### src/rtl/tmr_pkg.sv
package tmr_pkg;
  typedef enum logic [1:0] {
    SH_CTRL = 2'd0,
    SH_STS  = 2'd1,
    SH_KEY  = 2'd2,
    SH_CLR  = 2'd3
  } sh_reg_e;

  localparam logic [7:0] KEY_OPEN = 8'hAE;
  localparam logic [7:0] KEY_SHUT = 8'hEA;
endpackage

### src/rtl/tmr_addr_dec.sv
module tmr_addr_dec #(
  parameter int AW        = 12,
  parameter int N_CH      = 8,
  parameter int SPLIT_GRP = 3,
  parameter int CH_W      = $clog2(N_CH)
) (
  input  logic [AW-3:0]   word_addr_i,
  output logic            ch_hit_o,
  output logic            sh_hit_o,
  output logic [CH_W-1:0] ch_idx_o,
  output logic [1:0]      reg_idx_o
);
  localparam int GRP_W = AW - 4;
  localparam logic [GRP_W-1:0] SPLIT = GRP_W'(SPLIT_GRP);
  localparam logic [GRP_W-1:0] NCH   = GRP_W'(N_CH);

  logic [GRP_W-1:0] grp, sel;

  assign grp       = word_addr_i[AW-3:2];
  assign reg_idx_o = word_addr_i[1:0];

  always_comb begin
    ch_hit_o = 1'b0;
    sh_hit_o = 1'b0;
    sel      = grp;
    if (grp < SPLIT) begin
      ch_hit_o = 1'b1;
    end else if (grp == SPLIT) begin
      sh_hit_o = 1'b1;
    end else begin
      // groups above the shared one are shifted down by one channel
      sel      = grp - GRP_W'(1);
      ch_hit_o = (sel < NCH);
    end
  end

  assign ch_idx_o = sel[CH_W-1:0];
endmodule

### src/rtl/tmr_ctrl_seq.sv
module tmr_ctrl_seq #(
  parameter int CW = 4
) (
  input  logic          clk_i,
  input  logic          rst_ni,
  input  logic [CW-1:0] tgt_i,
  output logic [CW-1:0] app_o
);
  logic [CW-1:0] app_q, app_d;

  // bit 0 is enable; config is [CW-1:1]
  always_comb begin
    if (app_q[0] && !tgt_i[0])
      app_d = {app_q[CW-1:1], 1'b0};
    else if (!app_q[0] && tgt_i[0] && (app_q[CW-1:1] != tgt_i[CW-1:1]))
      app_d = {tgt_i[CW-1:1], 1'b0};
    else
      app_d = tgt_i;
  end

  always_ff @(posedge clk_i or negedge rst_ni) begin
    if (!rst_ni) app_q <= '0;
    else         app_q <= app_d;
  end

  assign app_o = app_q;
endmodule

### src/rtl/tmr_irq_stat.sv
module tmr_irq_stat #(
  parameter int N = 8
) (
  input  logic         clk_i,
  input  logic         rst_ni,
  input  logic [N-1:0] evt_i,
  input  logic [N-1:0] clr_i,
  output logic [N-1:0] sts_o
);
  logic [N-1:0] sts_q;

  always_ff @(posedge clk_i or negedge rst_ni) begin
    if (!rst_ni) sts_q <= '0;
    else         sts_q <= (sts_q & ~clr_i) | evt_i;
  end

  assign sts_o = sts_q;
endmodule

### src/rtl/tmr_bank_regs.sv
module tmr_bank_regs #(
  parameter int N_CH      = 8,
  parameter int CW        = 4,
  parameter int ADDR_W    = 12,
  parameter int DATA_W    = 32,
  parameter int SPLIT_GRP = 3,
  parameter bit LOCK_CLR  = 1'b1
) (
  input  logic                        clk_i,
  input  logic                        rst_ni,
  input  logic [ADDR_W-1:0]           addr_i,
  input  logic                        wr_i,
  input  logic [DATA_W-1:0]           wdata_i,
  output logic [DATA_W-1:0]           rdata_o,
  output logic [N_CH*CW-1:0]          ctrl_o,
  output logic [N_CH*4-1:0]           ch_we_o,
  input  logic [N_CH*4*DATA_W-1:0]    ch_rdata_i,
  input  logic [N_CH-1:0]             ch_evt_i
);
  import tmr_pkg::*;

  localparam int CTRL_W = N_CH * CW;
  localparam int CH_W   = $clog2(N_CH);
  localparam int N_WORD = N_CH * 4;

  logic            ch_hit, sh_hit;
  logic [CH_W-1:0] ch_idx;
  logic [1:0]      reg_idx;
  logic            wr_ctl, wr_sts, wr_key, wr_clr;
  logic            unlock_q;
  logic [CTRL_W-1:0] ctrl_q, ctrl_d;
  logic [N_CH-1:0] sts_w, sts_clr;
  logic [DATA_W-1:0] rb_w [N_WORD];
  logic [CH_W+1:0] widx;
  logic            unused_lsb;

  assign unused_lsb = ^addr_i[1:0];

  tmr_addr_dec #(
    .AW(ADDR_W), .N_CH(N_CH), .SPLIT_GRP(SPLIT_GRP), .CH_W(CH_W)
  ) u_dec (
    .word_addr_i (addr_i[ADDR_W-1:2]),
    .ch_hit_o    (ch_hit),
    .sh_hit_o    (sh_hit),
    .ch_idx_o    (ch_idx),
    .reg_idx_o   (reg_idx)
  );

  // channel write strobes
  for (genvar c = 0; c < N_CH; c++) begin : g_we
    for (genvar r = 0; r < 4; r++) begin : g_reg
      assign ch_we_o[c*4+r] = wr_i && ch_hit &&
                              (ch_idx == CH_W'(c)) && (reg_idx == 2'(r));
    end
  end

  assign wr_ctl = wr_i && sh_hit && (reg_idx == SH_CTRL);
  assign wr_sts = wr_i && sh_hit && (reg_idx == SH_STS);
  assign wr_key = LOCK_CLR && wr_i && sh_hit && (reg_idx == SH_KEY);
  assign wr_clr = wr_i && sh_hit && (reg_idx == SH_CLR) && (!LOCK_CLR || unlock_q);

  // clear-lock flag
  if (LOCK_CLR) begin : g_lock
    logic unlock_r;
    always_ff @(posedge clk_i or negedge rst_ni) begin
      if (!rst_ni)
        unlock_r <= 1'b0;
      else if (wr_key) begin
        if (wdata_i[8:1] == KEY_OPEN)      unlock_r <= 1'b1;
        else if (wdata_i[8:1] == KEY_SHUT) unlock_r <= 1'b0;
      end
    end
    assign unlock_q = unlock_r;
  end else begin : g_open
    assign unlock_q = 1'b0;
  end

  // architectural control word
  always_comb begin
    ctrl_d = ctrl_q;
    if (wr_ctl)      ctrl_d = wdata_i[CTRL_W-1:0];
    else if (wr_clr) ctrl_d = ctrl_q & ~wdata_i[CTRL_W-1:0];
  end

  always_ff @(posedge clk_i or negedge rst_ni) begin
    if (!rst_ni) ctrl_q <= '0;
    else         ctrl_q <= ctrl_d;
  end

  for (genvar c = 0; c < N_CH; c++) begin : g_seq
    tmr_ctrl_seq #(.CW(CW)) u_seq (
      .clk_i (clk_i),
      .rst_ni(rst_ni),
      .tgt_i (ctrl_q[c*CW +: CW]),
      .app_o (ctrl_o[c*CW +: CW])
    );
  end

  assign sts_clr = wr_sts ? wdata_i[N_CH-1:0] : '0;

  tmr_irq_stat #(.N(N_CH)) u_sts (
    .clk_i (clk_i),
    .rst_ni(rst_ni),
    .evt_i (ch_evt_i),
    .clr_i (sts_clr),
    .sts_o (sts_w)
  );

  // read mux
  for (genvar k = 0; k < N_WORD; k++) begin : g_rb
    assign rb_w[k] = ch_rdata_i[k*DATA_W +: DATA_W];
  end

  assign widx = {ch_idx, reg_idx};

  always_comb begin
    rdata_o = '0;
    if (ch_hit) begin
      rdata_o = rb_w[widx];
    end else if (sh_hit) begin
      unique case (reg_idx)
        SH_CTRL: rdata_o[CTRL_W-1:0] = ctrl_q;
        SH_STS:  rdata_o[N_CH-1:0]   = sts_w;
        SH_KEY:  rdata_o[0]          = unlock_q;
        default: rdata_o             = '0;
      endcase
    end
  end
endmodule

### config.mk
export PLATFORM = sky130hd
export DESIGN_NAME = tmr_bank_regs
export DESIGN_NICKNAME = d
export VERILOG_FILES = /design/src/rtl/tmr_pkg.sv /design/src/rtl/tmr_addr_dec.sv /design/src/rtl/tmr_ctrl_seq.sv /design/src/rtl/tmr_irq_stat.sv /design/src/rtl/tmr_bank_regs.sv
export SDC_FILE = /design/constraint.sdc
export NUM_CORES = 1
export LEC_CHECK = 0
export ABC_CLOCK_PERIOD_IN_PS = 4000
export BUFFER_PORTS_ARGS = -buffer_cell sky130_fd_sc_hd__buf_2
export CAP_MARGIN = 40
export CELL_PAD_IN_SITES_DETAIL_PLACEMENT = 1
export CELL_PAD_IN_SITES_GLOBAL_PLACEMENT = 2
export CORE_AREA = 2 2 455 457
export DETAILED_ROUTE_END_ITERATION = 12
export DIE_AREA = 0 0 457 459
export PLACE_DENSITY = 0.43
export SYNTH_ARGS = -nofsm -noshare
export SYNTH_HDL_FRONTEND = slang
export SYNTH_SLANG_ARGS = --single-unit
### constraint.sdc
create_clock -name clk_i -period 4 [get_ports clk_i]
set_input_delay 0 -clock clk_i [delete_from_list [all_inputs] [get_ports clk_i]]
set_output_delay 0 -clock clk_i [all_outputs]
set_load 0.02 [all_outputs]
======== Yosys cells after proc, flatten, opt, wreduce, memory -nomap -nowiden ========
Index checks and enable logic that the tools add are counted.
cells by class
  multiplexer cells ....................... 35
  reduce and logical (&&, ||, !) cells .... 92
  bitwise operators ....................... 6
  eq/ne operators ......................... 21
  magnitude comparators ................... 3
  $add $sub $neg .......................... 1
operator list
  cell                 number
  $mux 32              6
  $bmux 32 s5          1
  $logic_and 1x1->1    71
  $and 32x32->32       1
  $not 32->32          1
  $mux 24              1
  $ne 3x3->1           8
  $mux 1               22
  $eq 8x8->1 const B   2
  $logic_not 1->1      16
  $pmux 7 s2           1
  $eq 3x3->1 const B   4
  $and 8x8->8          1
  $eq 8x2->1 const B   1
  $lt 8x2->1 const B   1
  $lt 8x4->1 const B   1
  $mux 8               1
  $not 8->8            1
  $or 8x8->8           1
  $sub 8x1->8 const B  1
  $eq 3x2->1 const B   2
  $ge 6x6->1 const B   1
  $mux 3               2
  $not 5->6            1
  8 further kinds      10
word-level totals
  bits of input ports ..................... 1079
  output and inout port bits .............. 96
  flip-flop bits (word level) ............. 73
  word-level logic and storage cells ...... 177

======== Logic depth before layout (Yosys ltp) ========
Gate-level depths: netlist of run 1.
  depth after elaboration ................. 9
  depth in mapped cells ................... 13

======== Hierarchy ========
Synthesis of run 1 repeated with hierarchy kept, for this count alone.
second synthesis, totals
  cell total of the unflattened synthesis .. 1320
  area total of the unflattened synthesis .. 12812.3 um^2
modules (own cells, without submodules)
  module         area each (um^2)  seq. area each (um^2)  cells an instance  times used
  tmr_bank_regs  10821.6           825.8                  1163               1
  tmr_ctrl_seq   192.7             100.1                  14                 8
  tmr_irq_stat   290.3             200.2                  24                 1
  tmr_addr_dec   158.9             0.0                    21                 1

======== Least setup slack after synthesis of run 1 ========
OpenSTA, ideal clock, no wires.
  path type ............................... input port to output port
  start ................................... input port addr_i[4]
  end ..................................... output port rdata_o[27]
  slack ................................... 812 ps
  stages on the path ...................... 13
  arrival ................................. 3188 ps
  cells stage by stage .................... buf_2 -> inv_2 -> clkbuf_1 -> buf_1 -> ha_1 -> buf_1 -> a211oi_1 -> or2_1 -> buf_4 -> buf_4 -> a221oi_1 -> o21ai_0 -> nor3b_1
between the ends
  cells in the longest elaborated chain, start to end .. 8
  elaborated cells on any way between the ends .. 16
  classes of those cells .................. add/sub: 1; order compare: 2; eq/ne: 1; mux: 11; bitwise: 1
ends and longest elaborated chain
  item                                              RTL line                                source
  from (decl)                                       tmr_bank_regs.sv:11                     input logic [ADDR_W-1:0] addr_i,
  $sub 8x1->8 / $eq 8x2->1 (equally long branches)  tmr_addr_dec.sv:32, tmr_addr_dec.sv:28
  $mux 3                                            tmr_addr_dec.sv:28                      end else if (grp == SPLIT) begin
  $mux 3                                            tmr_addr_dec.sv:26                      if (grp < SPLIT) begin
  $not 5->6 (not written as such)                   tmr_bank_regs.sv:119                    rdata_o = rb_w[widx];
  $bmux 32 s5                                       tmr_bank_regs.sv:119
  $mux 32 (not written as such) (2 in a row)        tmr_bank_regs.sv:119
  $mux 32 *                                         tmr_bank_regs.sv:118                    if (ch_hit) begin
  to (decl)                                         tmr_bank_regs.sv:14                     output logic [DATA_W-1:0] rdata_o,
Every way passes the cells marked *; elsewhere a longest branch is shown, timed or not. The select of a mux whose other input is x is not followed.

======== Final worst setup path of run 1 ========
  start ................................... input port addr_i[10]
  end ..................................... output port rdata_o[12]
between the ends
  cells in the longest elaborated chain, start to end .. 8
  elaborated cells on any way between the ends .. 16
  classes of those cells .................. add/sub: 1; order compare: 2; eq/ne: 1; mux: 11; bitwise: 1
ends and longest elaborated chain
  item                                                RTL line
  branches (longest 7 deep; another with $lt 8x2->1)  n/a
  $mux 32 *                                           tmr_bank_regs.sv:118
Every way passes the cells marked *. The select of a mux whose other input is x is not followed.

==> results of run 1 <==
[final timing paths]
path	from	to	slack, ns	depth (start not counted)
max	addr_i[10]	rdata_o[12]	0.51	11
min reg2reg	g_seq[1].u_seq.app_o[0]	g_seq[1].u_seq.app_o[0]	0.51	1
max reg2reg	g_lock.unlock_r	ctrl_q[16]	2.57	6
min in group clk_i	wdata_i[14]	ctrl_q[14]	0.42	4
max in group asynchronous	rst_ni	g_seq[1].u_seq.app_o[0]	3.22	3
min	rst_ni	g_seq[7].u_seq.app_o[3]	0.16	2
[cell type report]
cell class,count,area share [%]
Sequential cell,73,7.49
Inverter,6,0.103
Multi-Input combinational cell,1025,44.7
Clock buffer,10,0.939
Tap cell,2704,13.9
Timing Repair Buffer,1355,32.2
Antenna cell,39,0.400
Clock inverter,6,0.277
[layer usage]
| metal | up-vias | GRT usage [%] |
|---|---|---|
| met5 | - | 0 |
| met1 | 9449 | 21.8 |
| li1 | 7749 | - |
| met4 | 80 | 1.34 |
| met3 | 298 | 4.88 |
| met2 | 1156 | 27.0 |
[registers in the layout, indices dropped and copies added (netlist names)]
name               count
g_lock.unlock_r        1
ctrl_q                32
u_sts.sts_o            8
g_seq.u_seq.app_o     32
[through the flow]
step | hold slack, ns | cells | cell area, um2
after floorplan | -0.296 | 1244 | 13300
after global placement | 0.184 | 5108 | 23400
after detailed placement | 0.0190 | 5114 | 23500
after CTS | 0.174 | 5179 | 24300
after global routing | 0.206 | 5187 | 24300
final | 0.155 | 5218 | 24400
[synth_stat cells, types with 6 or more instances]
library cell / count
sky130_fd_sc_hd__a2111oi_0: 6
sky130_fd_sc_hd__a211oi_1: 13
sky130_fd_sc_hd__a21o_1: 17
sky130_fd_sc_hd__a21oi_1: 30
sky130_fd_sc_hd__a221oi_1: 113
sky130_fd_sc_hd__a22o_1: 6
sky130_fd_sc_hd__a22oi_1: 27
sky130_fd_sc_hd__and3_1: 8
sky130_fd_sc_hd__and3b_1: 7
sky130_fd_sc_hd__buf_1: 12
sky130_fd_sc_hd__buf_2: 43
sky130_fd_sc_hd__buf_4: 6
sky130_fd_sc_hd__clkbuf_1: 75
sky130_fd_sc_hd__dfrtp_1: 73
sky130_fd_sc_hd__mux2_2: 30
sky130_fd_sc_hd__mux2i_1: 27
sky130_fd_sc_hd__mux4_2: 258
sky130_fd_sc_hd__nand2_1: 162
sky130_fd_sc_hd__nand4_1: 11
sky130_fd_sc_hd__nor2_1: 51
sky130_fd_sc_hd__nor2b_1: 10
sky130_fd_sc_hd__nor3_1: 18
sky130_fd_sc_hd__o211ai_1: 17
sky130_fd_sc_hd__o21a_1: 10
sky130_fd_sc_hd__o21ai_0: 119
sky130_fd_sc_hd__o21ai_1: 10
sky130_fd_sc_hd__o31ai_1: 7
sky130_fd_sc_hd__xor2_1: 24
[cells by family after synthesis]
group,synth area share (%)
AND/OR/NAND/NOR,10.2
AO/OA/AOI/OAI,21.0
flip-flops,13.8
XOR/XNOR,1.58
adder cells (fa/ha/maj),0.189
buffers and inverters,4.93
multiplexers,48.4
[worst register-to-register path: stages, from the launching register on]
cell and delay [ns]:
sky130_fd_sc_hd__dfrtp_1 0.39, sky130_fd_sc_hd__nand2_1 0.08, sky130_fd_sc_hd__nor2_2 0.10, sky130_fd_sc_hd__buf_4 0.42
sky130_fd_sc_hd__nand2_1 0.15, sky130_fd_sc_hd__nand2_1 0.08, sky130_fd_sc_hd__o21ai_0 0.08
[power groups by stage]
stage                     logic (mW)  clock network, mW  registers [mW]
after floorplan                0.983                  0           0.776
after global placement          2.58                  0           0.781
after detailed placement        2.60                  0           0.781
after CTS                       2.64              0.881           0.766
after global routing            2.74              0.899           0.768
final                           2.55              0.843           0.766
==> results.md, run 1 <==
- The flow ran to the end, and the final reports show no timing, DRC or antenna violations.
- Counting along the longest clock path gives a buffer depth of 2.
- The first TritonRoute pass finished after 5 iterations.
- In the layout the commonest cells are sky130_fd_sc_hd__buf_2 (1,156), sky130_fd_sc_hd__mux4_2 (258), sky130_fd_sc_hd__nand2_1 (162).
- The highest routing layer actually used is met5.
- In this run, distinct cell masters in the synthesized netlist total 55.
- The total count of max-transition violations in the final report is 0.
- IR analysis of the VDD net gives a maximum drop of 0.151 mV.
- Traced cell by cell, the critical path runs through buf_2, or4_1, a2111oi_4, or2_2, buf_12, a221oi_1, o21ai_0, buf_4, nor3b_1, buf_2, buf_12.
- The worst-case headroom to the max-slew limit is 30.8%.
- The leakage dissipation is 10.3 nW.
- In this run the biggest area consumer among cell types represents 43.8% of the synthesized area.
- The count of nets left with antenna violations once routing finished came out at 0.
- The fraction of power spent switching nets is 42.8%.
- Before CTS, the worst setup slack after placement is 0.523 ns.
- The global-route congestion overflow total is 0.
- The CTS sink count is 73.
- The post-synthesis net count is 2,325.
- In this run the horizontal extent of the chip is 457 um.
- The CTS clock-pin slew for the worst setup and hold paths is 0.07 ns.
- The maximum achievable frequency is 286 MHz.
- Summing over every cut layer, the via total after detailed routing is 18,700.
- The share of the core filled with cells is 11.9%.
- Each instance of the synthesized netlist takes up on average 10.7 um2.
- Max-cap violations in this run came to 0.
- The async set-or-reset flop fraction in the synthesized netlist is 100%.
- The initial utilization of the core area, before any placement, comes to 6.46%.
- Dividing the detail-routed via count by the number of cells gives 3.59.
- The initial antenna violation count is 212.
- At the worst endpoint, the required time is 4.00 ns.
- The number of buffers created by CTS is 9.
- The die outline height is 459 um.
- The commonest non-fill, non-tap cell in the layout is sky130_fd_sc_hd__buf_2.
- The power per cell area is 171 nW/um2.
- Yosys printed 0 warnings.
- The clock network burns 20.3% of the power.
- The smallest clock period supported by the final layout is computed as 3.49 ns.
- The dominant cell type by area after synthesis is sky130_fd_sc_hd__mux4_2.
- Per report_power, the combinational group accounts for 61.3% of the total.
- The first global-routing pass estimated 221,000 um of wire.
- After detailed routing, the wire length on met1 is 79,600 um.
- The mapped netlist covers 13,300 um2.
- On the critical path the largest part of the delay comes from simple AND/OR/NAND/NOR gates.
- During placement, the flow inserted port buffers numbering 1,172.
- The internal power of the cells totals 2.38 mW.
- Summed over all nets, the half-perimeter wirelength after detailed placement is 163,000 um.
- After synthesis, the cell types taking the most area are sky130_fd_sc_hd__mux4_2 (44%), sky130_fd_sc_hd__dfrtp_1 (14%), sky130_fd_sc_hd__a221oi_1 (7.5%).
- The routed length on met3 is 15,700 um.
- The slowest cell on the critical path is sky130_fd_sc_hd__or4_1.
- The sequential power share is 18.4%.
- The tree is rooted in a sky130_fd_sc_hd__clkbuf_16.
- Setup violations remaining at the end of the flow were counted as 0.
- In this run, post-CTS hold repair placed 49 buffers.
- The number of standard-cell rows in the floorplan is 167.
- The TritonCTS clock tree is done.
- The number of setup buffers added after CTS is 0.
- Setup repair after global routing left no endpoint under its margin.
- The part of the Yosys area used for sequential elements is 13.8%.
- The share of final-layout standard cells stronger than drive strength 1 is 66.3%.
- The die covers 210,000 um2.
- The synthesized design contains 73 register bits.
- The DRC violation count after routing is 0.
- After detailed routing, the average wire length per cell comes to 34.4 um.
- The path class of the tightest hold or removal check is in -> async.
- The final critical path takes up 87.3% of the cycle.
- The top-level I/O count is 1,175.
- The maximum fanout along the worst path is 14.
- The worst setup path is of the in -> out kind.
- The weighted congestion at the end of routability-driven global placement is 0.880.
- Summing internal, switching and leakage power gives 4.16 mW.
- Summing all multi-input logic gate instances after layout gives 10,900 um2.
- The count of buffer and inverter cells on the critical path is 5.
- The aggregate negative setup slack is 0 ns.
- The detailed router finished its first iteration with 1,198 violations.
- The routed design has 179,000 um of wire.
- For this design the total switching power over the nets is 1.78 mW.
- The count of endpoints failing hold in the final timing report is 0.
- The sequential cell area is 1830 um2.
- On the worst path, the slowest cell contributes a delay of 0.95 ns.
- The worst-case setup margin in the final layout is 0.507 ns.
- For the pin with the worst max-slew slack, the measured transition is 1.04 ns.
- Entering global routing, the biggest net connects 65 pins.
- The total number of nets in the final design is 3,551.
- The kind of start point of the critical path is a primary input.
- The core region is 206,000 um2.
- Compared with the post-synthesis result, the final layout area differs by 83.8%.
- The number of standard cells after synthesis is 1,244.
- The total number of H-tree levels is 3.
- Across every metal layer, demand over resource in global routing totals 16.4%.
- Yosys mapped a number of flops with a built-in enable equal to 0.
- The worst endpoint data arrival time is 3.49 ns.
- The nature of the critical path endpoint is a primary output.
- Wire segments on met2 add up to 81,100 um in the final route.
- The insertion delay of the later-clocked pin in the worst-skew pair is 0.36 ns.
- For this run, the leading register cell type out of synthesis is sky130_fd_sc_hd__dfrtp_1.
- The number of instances resized during post-cts repair is 0.
- The via count of the first global-routing pass was 19,700.
- For the final database, setup skew stands at 0.00866 ns.
- The total of fill cells in the finished design is 24,500.
(Power assumes the default switching activity.)
==> inputs of run 2 (changes only) <==
--- a/config.mk
+++ b/config.mk
@@ -5,15 +5,16 @@
 export SDC_FILE = /design/constraint.sdc
 export NUM_CORES = 1
 export LEC_CHECK = 0
-export ABC_CLOCK_PERIOD_IN_PS = 4000
+export ABC_AREA = 1
+export ABC_CLOCK_PERIOD_IN_PS = 3180
 export BUFFER_PORTS_ARGS = -buffer_cell sky130_fd_sc_hd__buf_2
 export CAP_MARGIN = 40
 export CELL_PAD_IN_SITES_DETAIL_PLACEMENT = 1
 export CELL_PAD_IN_SITES_GLOBAL_PLACEMENT = 2
-export CORE_AREA = 2 2 455 457
+export CORE_AREA = 2 2 452 454
 export DETAILED_ROUTE_END_ITERATION = 12
-export DIE_AREA = 0 0 457 459
-export PLACE_DENSITY = 0.43
+export DIE_AREA = 0 0 454 456
+export PLACE_DENSITY = 0.54
 export SYNTH_ARGS = -nofsm -noshare
 export SYNTH_HDL_FRONTEND = slang
 export SYNTH_SLANG_ARGS = --single-unit
==> constraint.sdc (replaced) <==
create_clock -name clk_i -period 3.18 [get_ports clk_i]
set_input_delay 0 -clock clk_i [delete_from_list [all_inputs] [get_ports clk_i]]
set_output_delay 0 -clock clk_i [all_outputs]
set_load 0.1 [all_outputs]
==> results.md, run 2 <==
- The run finished with clean final reports.
- Detailed placement finished with a half-perimeter wire length of 154,000 um.
- OpenSTA, run right after detailed placement, puts the worst setup slack at 0.102 ns.
- Input and output buffers added on the ports amount to 1,172.
- In this run the cell area of the synthesized design comes to 14,800 um2.
- The net count of the finished layout is 5,338.
- By area the synthesized netlist is led by sky130_fd_sc_hd__nand2_1 (56%), sky130_fd_sc_hd__nand3_1 (13%), sky130_fd_sc_hd__dfrtp_1 (12%).
- Among all flip-flop cells after synthesis, the most frequent one is sky130_fd_sc_hd__dfrtp_1.
- Entering global routing, the biggest net connects 99 pins.
- The initial antenna violation count is 77.
- The nature of the critical path endpoint is a primary output.
- The aggregate negative setup slack is 0 ns.
- Sorting the synthesized cells by how often they occur yields sky130_fd_sc_hd__nand2_1 (2,210), sky130_fd_sc_hd__nand3_1 (396), sky130_fd_sc_hd__buf_2 (104).
- Setup repair after global routing left no endpoint under its margin.
- The total of fill cells in the finished design is 25,600.
- The cell count of the worst reg-to-reg path is 4.
- The number of standard-cell rows in the floorplan is 165.
- The post-route fraction of the period consumed by the critical path is 91.5%.
- The endpoint of the worst register-to-register path is ctrl_q[15].
- The die area is 207,000 um2.
- For flop-to-flop paths, the worst setup slack is 1.88 ns.
- The clock reaches the later pin of the worst-skew pair after 0.36 ns.
- The total count of max-transition violations in the final report is 0.
- The library cell used most frequently in the layout, excluding fill and tap cells, is sky130_fd_sc_hd__nand2_1.
- The clock skew after layout is 0.0119 ns.
- The synthesis warning total is 0.
- The worst-case setup margin in the final layout is 0.272 ns.
- Wires add up to 175,000 um.
- The async set-or-reset flop fraction in the synthesized netlist is 100%.
- Counting every net in the synthesized netlist gives 4,250.
- The first routing iteration left 1,465 violations.
- In the layout the commonest cells are sky130_fd_sc_hd__nand2_1 (2,209), sky130_fd_sc_hd__buf_2 (1,130), sky130_fd_sc_hd__nand3_1 (396).
- Counting every instance in the synthesized netlist gives 3,169.
- The required time at the endpoint of the critical path is 3.18 ns.
- Of all nets on the critical path, the largest fanout is 5.
- The die width is 454 um.
- sky130_fd_sc_hd__nand2_1 is the most common cell in the netlist.
- The power consumption is 5.40 mW.
- Counting the buffers created by CTS gives 9.
- The final period demand of the worst path is 2.91 ns.
- Timing would allow up to 344 MHz.
- The final number of setup-violating endpoints is 0.
- The die outline height is 456 um.
- The number of instances resized during post-cts repair is 0.
- The critical path is of the in -> out type.
- Each instance of the synthesized netlist takes up on average 4.68 um2.
- The TritonCTS clock tree is done.
- The number of cells after detailed placement is 6,875.
- CTS saw 73 sinks.
- Measured against its own limit, the worst slew margin works out to 55.8%.
- The portion of synthesized cell area occupied by the leading cell type is 55.9%.
- The first-pass GRT wire length is 229,000 um.
- The root buffer cell is sky130_fd_sc_hd__clkbuf_16.
- After detailed routing, the average wire length per cell comes to 25.1 um.
- After floorplanning, the core was sized to cover 202,000 um2.
- The weighted congestion at the end of routability-driven global placement is 0.875.
- The total of flip-flops plus latches after synthesis is 73.
- The number of hold-repair buffers added at the cts stage is 43.
- The tightest hold path in the finished design has a slack of 0.00965 ns.
- Data arrives at the worst endpoint at 2.91 ns.
- The global-route congestion overflow total is 0.
- The CTS clock-pin slew for the worst setup and hold paths is 0.07 ns.
- The count of nets left with antenna violations once routing finished came out at 0.
- In this run the worst setup path terminates at ch_we_o[9].
- The layout overhead on the synthesized area is 70.7%.
- The count of different cell masters after synthesis is 33.
- The vias after detailed routing is 24,800.
- In the global route stage, overall resource usage came out at 16.1%.
- For this run, the detailed router's first-pass iteration total came to 5.
- The via-per-instance ratio is 3.56.
- The startpoint identified for the worst register-to-register timing path is g_lock.unlock_r.
- The kind of start point of the critical path is a primary input.
- The power per cell area is 213 nW/um2.
- Summed over all instances, the cell type with the most area after synthesis is sky130_fd_sc_hd__nand2_1.
- The total number of H-tree levels is 3.
- Of the synthesized area, sequential elements account for 12.3%.
- The share of the core filled with cells is 12.6%.
- The tightest min-delay check is of the in -> reg type.
- The cell area reported after detailed placement is 24,500 um2.
- The max-capacitance violation count is 0.
- The start point of the critical path is addr_i[5].
- The cell area after layout is 25,300 um2.
- The leakage dissipation is 14.0 nW.
- The measured slew at the worst slew-check pin is 0.664 ns.
- 1,175 I/O pins were placed.
- The post-CTS setup buffer count is 0.
- The count of endpoints failing hold in the final timing report is 0.
- For this configuration, the core starts out at a cell density of 7.35%.
- Across the VDD grid, the largest voltage drop is 0.264 mV.
- The DRC violation count after routing is 0.
- The synthesized design contains 0 enable-type register cells.
- The share of final-layout standard cells stronger than drive strength 1 is 30.9%.
- The final instance count without filler cells is 6,965.
- No sink is reached through more buffers than the 2 on the longest clock path.
- The via count of the first global-routing pass is 25,700.
## run 2: cells by family after synthesis
family / Yosys count / synth area share (%)
multiplexers: 24 / 1.82
AO/OA/AOI/OAI: 61 / 2.57
adder cells (fa/ha/maj): 2 / 0.169
XOR/XNOR: 25 / 1.48
buffers and inverters: 287 / 9.42
AND/OR/NAND/NOR: 2697 / 72.2
flip-flops: 73 / 12.3
## run 2: layer usage
metal	up-vias	wire, um	track usage (%)
li1	12000	-	-
met1	11900	78600	21.4
met2	749	84700	28.3
met3	112	9340	2.45
met4	38	1800	1.53
met5	-	266	0
## run 2: critical path, cell delays in order
cell	delay [ns]
sky130_fd_sc_hd__buf_2	0.14
sky130_fd_sc_hd__inv_1	0.13
sky130_fd_sc_hd__ha_1	0.20
sky130_fd_sc_hd__o21ai_0	0.09
sky130_fd_sc_hd__nand2_1	0.06
sky130_fd_sc_hd__o21ai_0	0.13
sky130_fd_sc_hd__nor2_4	0.22
sky130_fd_sc_hd__nand2_1	0.14
sky130_fd_sc_hd__nor2_2	0.49
sky130_fd_sc_hd__nand2_1	0.40
sky130_fd_sc_hd__nor2_1	0.39
sky130_fd_sc_hd__buf_2	0.50
## run 2: how the worst min path moves through the flow
stage	from	to	depth (start not counted)
final	wdata_i[22]	ctrl_q[22]	3
after floorplan	rst_ni	ctrl_q[0]	0
after global placement	ch_evt_i[6]	u_sts.sts_o[6]	3
after global routing	wdata_i[1]	ctrl_q[1]	3
after CTS	wdata_i[22]	ctrl_q[22]	3
after detailed placement	rst_ni	g_seq[4].u_seq.app_o[3]	1
## run 2: report_power, final
| group | switching (mW) | total (mW) | internal [mW] | leakage [nW] |
|---|---|---|---|---|
| combinational | 2.25 | 3.39 | 1.14 | 12.9 |
| clock | 0.447 | 1.05 | 0.607 | 0.142 |
| sequential | 0.0132 | 0.954 | 0.941 | 0.976 |
## run 2: area by class of cell
cell class / count / area, um2 / share of cell area, %
multi-input cells: 2809 / 11700 / 46.0
repair buffers: 1291 / 7820 / 30.9
well taps: 2672 / 3340 / 13.2
flip-flops and latches: 73 / 1830 / 7.21
inverters: 73 / 299 / 1.18
clock buffers: 9 / 225 / 0.889
diodes: 32 / 80.1 / 0.316
clock inverters: 6 / 68.8 / 0.272
